$ cat config.mk
export PLATFORM = sky130hd
export DESIGN_NAME = flash_pm_ctrl
export DESIGN_NICKNAME = d
export VERILOG_FILES = /design/src/rtl/flash_pm_pkg.sv /design/src/rtl/flash_addr_watch.sv /design/src/rtl/flash_access_timer.sv /design/src/rtl/flash_power_fsm.sv /design/src/rtl/flash_pm_ctrl.sv
export SDC_FILE = /design/constraint.sdc
export NUM_CORES = 1
export LEC_CHECK = 0
export ABC_CLOCK_PERIOD_IN_PS = 4400
export CORE_ASPECT_RATIO = 1.1
export CORE_MARGIN = 2
export CORE_UTILIZATION = 69
export CTS_BUF_LIST = sky130_fd_sc_hd__clkbuf_4 sky130_fd_sc_hd__clkbuf_8
export DETAILED_ROUTE_END_ITERATION = 7
export DONT_BUFFER_PORTS = 1
export PLACE_DENSITY = 0.95
export SYNTH_ARGS = -nofsm -noshare
export SYNTH_HDL_FRONTEND = slang
export SYNTH_SLANG_ARGS = --single-unit
export TNS_END_PERCENT = 30
$ cat constraint.sdc
create_clock -name clk -period 4.4 [get_ports clk]
set_clock_uncertainty 0.1 [all_clocks]
set_input_delay 0.44 -clock clk [delete_from_list [all_inputs] [get_ports clk]]
set_output_delay 0.44 -clock clk [all_outputs]
set_load 0.02 [all_outputs]
$ cat src/rtl/flash_pm_pkg.sv
package flash_pm_pkg;

  typedef enum logic [1:0] {
    PS_ACTIVE  = 2'd0,
    PS_STANDBY = 2'd1,
    PS_SLEEP   = 2'd2,
    PS_RESET   = 2'd3
  } pwr_t;

endpackage

$ cat src/rtl/flash_addr_watch.sv
module flash_addr_watch #(
  parameter int AW  = 20,
  parameter int THR = 10
) (
  input  logic          clk,
  input  logic          rst_n,
  input  logic          clr,
  input  logic [AW-1:0] addr,
  output logic          addr_chg,
  output logic          stable_hit
);
  localparam int CW = $clog2(THR + 1);
  localparam logic [CW-1:0] THR_C = CW'(THR);

  logic [AW-1:0] addr_q;
  logic [CW-1:0] cnt;

  assign addr_chg   = (addr != addr_q);
  assign stable_hit = (cnt == THR_C);

  // counter restarts on any address move and saturates at the threshold
  always_ff @(posedge clk) begin
    if (!rst_n) begin
      addr_q <= '0;
      cnt    <= '0;
    end else begin
      addr_q <= addr;
      if (clr || addr_chg)   cnt <= '0;
      else if (!stable_hit)  cnt <= cnt + CW'(1);
    end
  end

  AST_CNT_CAP: assert property (@(posedge clk) disable iff (!rst_n)
    cnt <= THR_C);
  AST_MOVE_CLEARS: assert property (@(posedge clk) disable iff (!rst_n)
    addr_chg |=> !stable_hit);

endmodule

$ cat src/rtl/flash_access_timer.sv
module flash_access_timer #(
  parameter int DW  = 16,
  parameter int ACC = 4
) (
  input  logic          clk,
  input  logic          rst_n,
  input  logic          restart,
  input  logic [DW-1:0] array_data,
  output logic [DW-1:0] dout,
  output logic          valid
);
  localparam int CW = (ACC > 1) ? $clog2(ACC) : 1;
  localparam logic [CW-1:0] LAST = CW'(ACC - 1);

  logic [CW-1:0] cnt;

  always_ff @(posedge clk) begin
    if (!rst_n) begin
      cnt   <= '0;
      dout  <= '0;
      valid <= 1'b0;
    end else if (restart) begin
      cnt   <= '0;
      valid <= 1'b0;
    end else if (!valid) begin
      if (cnt == LAST) begin
        dout  <= array_data;
        valid <= 1'b1;
      end else begin
        cnt <= cnt + CW'(1);
      end
    end
  end

  AST_RESTART_DROPS_VALID: assert property (@(posedge clk) disable iff (!rst_n)
    restart |=> !valid);
  AST_VALID_HOLDS_DATA: assert property (@(posedge clk) disable iff (!rst_n)
    (valid && !restart) |=> $stable(dout));

endmodule

$ cat src/rtl/flash_power_fsm.sv
module flash_power_fsm
  import flash_pm_pkg::*;
(
  input  logic clk,
  input  logic rst_n,
  input  logic dev_rst_n,
  input  logic ce_n,
  input  logic busy,
  input  logic stable_hit,
  input  logic addr_chg,
  input  logic data_valid,
  output pwr_t state
);
  pwr_t nxt;

  // reset pin wins, then a running operation keeps the part active,
  // then deselect gives standby, then a settled address gives sleep
  always_comb begin
    if (!dev_rst_n)                                  nxt = PS_RESET;
    else if (busy)                                   nxt = PS_ACTIVE;
    else if (ce_n)                                   nxt = PS_STANDBY;
    else if (stable_hit && !addr_chg && data_valid)  nxt = PS_SLEEP;
    else                                             nxt = PS_ACTIVE;
  end

  always_ff @(posedge clk) begin
    if (!rst_n) state <= PS_RESET;
    else        state <= nxt;
  end

  AST_RESET_PIN: assert property (@(posedge clk) disable iff (!rst_n)
    !dev_rst_n |=> state == PS_RESET);
  AST_BUSY_ACTIVE: assert property (@(posedge clk) disable iff (!rst_n)
    (dev_rst_n && busy) |=> state == PS_ACTIVE);
  AST_SLEEP_HAS_DATA: assert property (@(posedge clk) disable iff (!rst_n)
    state == PS_SLEEP |-> data_valid);

endmodule

$ cat src/rtl/flash_pm_ctrl.sv
module flash_pm_ctrl
  import flash_pm_pkg::*;
#(
  parameter int DW         = 16,
  parameter int AW         = 20,
  parameter int ACC_CYC    = 4,
  parameter int MARGIN_CYC = 6
) (
  input  logic          clk,
  input  logic          rst_n,
  input  logic          dev_rst_n,
  input  logic          ce_n,
  input  logic          oe_n,
  input  logic          busy,
  input  logic [AW-1:0] addr,
  input  logic [DW-1:0] array_data,
  output logic [DW-1:0] dout,
  output logic          dout_oe,
  output logic          data_valid,
  output logic [1:0]    pwr_state
);
  localparam int SLEEP_CYC = ACC_CYC + MARGIN_CYC;

  logic addr_chg, stable_hit, restart;
  pwr_t state;

  assign restart = addr_chg || ce_n || !dev_rst_n;

  flash_addr_watch #(.AW(AW), .THR(SLEEP_CYC)) u_watch (
    .clk        (clk),
    .rst_n      (rst_n),
    .clr        (!dev_rst_n),
    .addr       (addr),
    .addr_chg   (addr_chg),
    .stable_hit (stable_hit)
  );

  flash_access_timer #(.DW(DW), .ACC(ACC_CYC)) u_timer (
    .clk        (clk),
    .rst_n      (rst_n),
    .restart    (restart),
    .array_data (array_data),
    .dout       (dout),
    .valid      (data_valid)
  );

  flash_power_fsm u_fsm (
    .clk        (clk),
    .rst_n      (rst_n),
    .dev_rst_n  (dev_rst_n),
    .ce_n       (ce_n),
    .busy       (busy),
    .stable_hit (stable_hit),
    .addr_chg   (addr_chg),
    .data_valid (data_valid),
    .state      (state)
  );

  assign pwr_state = state;
  assign dout_oe   = ((state == PS_ACTIVE) || (state == PS_SLEEP))
                     && !ce_n && !oe_n && dev_rst_n;

  AST_OE_GATES: assert property (@(posedge clk) disable iff (!rst_n)
    oe_n |-> !dout_oe);
  AST_STANDBY_HIGHZ: assert property (@(posedge clk) disable iff (!rst_n)
    state == PS_STANDBY |-> !dout_oe);
  AST_RESET_HIGHZ: assert property (@(posedge clk) disable iff (!rst_n)
    !dev_rst_n |-> !dout_oe);
  AST_SLEEP_LATCH: assert property (@(posedge clk) disable iff (!rst_n)
    state == PS_SLEEP |=> $stable(dout));

endmodule

==> impl_metrics.yaml <==
cts:
  postCtsHoldBufs: 0
  cts_setup_buffers: 0
  clkTransAtPathRegs_ns: 0.11
  cts_max_level: 2
  root_buffer: "clkbuf_4"
  clock_path_buffers: 2
  cts_tree: "done"
  cts_sinks: 45
  cts_buffers: 5
  clk_latency_ns: 0.35
  cts_resized: 0
power_and_ir_drop:
  p_clk_share_pct: 30.4
  switching_share_pct: 20.3
  p_leak_nw: 0.659
  ir_drop_v: 0.000333
  switching_power_uw: 133
  pwr-share-seq_pct: 64.9
  totalPowerFinal_uw: 653
  combPwrFrac_pct: 4.7
  power.internal_uw: 520
  power_per_cell_area_mw_per_mm2: 357
floorplanning:
  num_io_pins: 62
  coreArea_mm2: 0.00247
  die_area_mm2: 0.00301
  die_x_um: 52.5
  die_h_um: 57.4
  initial_core_util_pct: 72.3
  row_count: 19
yosys:
  yosys_warnings: 0
  synth_async_sr_flop_share_pct: 0
  ys_seq_area_share_pct: 50.4
  synth-edff-count: 0
  synth.distinct_cells: 22
  synth.cell_area_mm2: 0.00179
  synth-main-ff-cell: "dfxtp_1"
  syn_area_per_cell_um2: 10.0
  ys_ff_latch: 45
  synth_fp_nets: 223
  syn-instance-count: 178
timing:
  fin_tns_setup_ns: 0
  post-route-period-util_pct: 48.4
  rsz0062_at_grt: "false"
  worst_pin_slew_ns: 0.956
  slew-limit-headroom_pct: 35.3
  setup_viol: 0
  clock.fmax_ghz: 0.469
  slew_viol_final: 0
  layout_min_cycle_time_ns: 2.13
  hold_viol: 0
setup_path:
  path_delay_family: "simple AND/OR/NAND/NOR gates"
  crit_arrival_ns: 2.30
  max_stage_delay_ns: 0.79
  path_buf_inv: 0
  r2r-start: "u_watch.addr_q[13]$_SDFF_PN0_"
  cp-start-kind: "flop"
  path_cells: "xnor2_1 > nand4_1 > nor3_2 > and3_1 > mux2i_1"
  cp_slowest_cell: "and3_1"
  reg2reg_depth: 5
  crit_fanout: 16
  ff2ff_setup_slack_ns: 2.27
  critPathRequiredTime_ns: 4.57
  worstSetupPathType: "reg -> reg"
  end_kind: "flop"
  r2r_end: "u_timer.dout[0]$_SDFFE_PN0P_"
place:
  place_area_mm2: 0.00177
  gp_routability_congestion: 0.654
  placed_cells: 201
  port_buffers: 0
grt:
  track_usage_pct: 20.9
  grt_pass1_vias: 1112
  grt_pass1_wl_mm: 4.62
  grt_max_degree: 56
  antenna_found_initial: 0
  grt.overflow.total: 0
finish:
  finalInstanceArea_mm2: 0.00183
  fin_util_pct: 74.1
  drive_above_1_share_pct: 5.08
  multiInputGateArea_um2: 826
  nets: 222
  seq_area_um2: 901
  area_delta_synth_final_pct: 2.45
  fillers: 178
  stdcell_count: 208
  antennaDiodeCount: 0
min_path:
  hp-class: "in -> reg"
  worstHoldStart: "ce_n"
  hold_depth: 1
  hold_end: "u_timer.valid$_SDFF_PP0_"
route:
  drt_iter0_drc: 30
  post_drt_via_cell_ratio: 5.42
  drt_wl_total_mm: 2.91
  firstDrtPassIters: 4
  routedWlPerCell_um: 14.0
  wl_met1_mm: 1.08
  wl_met2_mm: 1.53
  highest_layer: "met4"
  num_vias: 1127
  drc: 0
  antenna_left: 0
  wl_met3_um: 249
run:
  cap_violations: 0
status:
  status: "finished, final reports clean"
-- per-stage QoR --
step / setup WS (ns) / hold slack [ns]
2_1_floorplan: 2.64 / 0.379
3_3_place_gp: 2.30 / 0.393
3_5_place_dp: 2.12 / 0.419
4_1_cts: 2.22 / 0.0411
5_1_grt: 2.11 / 0.0314
6_report: 2.27 / 0.0580
-- layer usage --
metal	global-route usage, %	vias to the layer above
met3	8.90	5
met1	20.7	501
met5	0	-
met2	38.2	47
met4	6.59	0
li1	-	574
-- cell families after synthesis --
kind of cell    share of synthesized area [%]
simple gates                             22.0
compound gates                          0.840
mux                                      9.52
fa+ha+maj                                2.10
buf+inv                                  3.43
flops                                    50.4
xor+xnor                                 11.8
-- state kept, by name (all words and copies together) (netlist names) --
| signal | flops |
|---|---|
| u_timer.valid | 1 |
| u_timer.dout | 16 |
| u_timer.cnt | 2 |
| u_watch.cnt | 4 |
| u_fsm.state | 2 |
| u_watch.addr_q | 20 |
-- worst max path at each step --
stage,start,endpoint,slack (ns),cells after the start
6_report,u_watch.addr_q[13]$_SDFF_PN0_,u_timer.dout[0]$_SDFFE_PN0P_,2.27,5
5_1_grt,u_watch.addr_q[3]$_SDFF_PN0_,u_timer.dout[0]$_SDFFE_PN0P_,2.11,5
4_1_cts,u_watch.addr_q[13]$_SDFF_PN0_,u_timer.dout[8]$_SDFFE_PN0P_,2.22,5
3_5_place_dp,addr[13],u_timer.dout[8]$_SDFFE_PN0P_,2.12,5
3_3_place_gp,addr[7],u_timer.dout[13]$_SDFFE_PN0P_,2.30,5
2_1_floorplan,ce_n,dout_oe,2.64,1
-- cell usage in the layout, fill, tap and decap left out --
| master | n |
|---|---|
| mux2i_1 | 17 |
| xor2_1 | 2 |
| inv_1 | 2 |
| clkbuf_4 | 6 |
| nor4b_1 | 2 |
| ha_1 | 3 |
| o211ai_1 | 1 |
| nand3_1 | 3 |
| and2_1 | 20 |
| and4bb_2 | 1 |
| xnor2_1 | 22 |
| nor3_2 | 1 |
| and3_1 | 1 |
| a211oi_1 | 1 |
| clkbuf_8 | 1 |
| nand4_1 | 6 |
| nand3b_1 | 1 |
| nand2_1 | 33 |
| dfxtp_1 | 45 |
| nor2_1 | 6 |
| nor3_1 | 3 |
-- power by group through the flow --
stage / clock [mW] / sequential (mW) / combinational [mW]
2_1_floorplan: 0 / 0.432 / 0.0334
3_3_place_gp: 0 / 0.433 / 0.0296
3_5_place_dp: 0 / 0.434 / 0.0310
4_1_cts: 0.204 / 0.424 / 0.0312
5_1_grt: 0.222 / 0.425 / 0.0352
6_report: 0.198 / 0.424 / 0.0306
-- final cells by class --
cell class / instances / area share, %
multi-input combinational: 123 / 45.1
sequential: 45 / 49.2
inverter: 2 / 0.410
clock buffer: 7 / 3.21
tap: 31 / 2.12
-- synth_stat cells, drive strengths merged (3+ instances only) --
master	number	area (µm²)
nand2	33	124
and2	20	125
nand3	3	15.0
nor3	4	25.0
nand4	6	37.5
ha	3	37.5
dfxtp	45	901
mux2i	17	170
xnor2	22	193
nor2	6	22.5
clkbuf	6	22.5
-- worst register-to-register path: cells and delay by family, from the launching register on --
| kind | cells | cell delay [ns] |
|---|---|---|
| muxes | 1 | 0.29 |
| and+or+nand+nor | 3 | 1.20 |
| xor gates and xnor gates | 1 | 0.15 |
| DFF | 1 | 0.33 |
No activity file was read; power rests on OpenSTA's default activity.
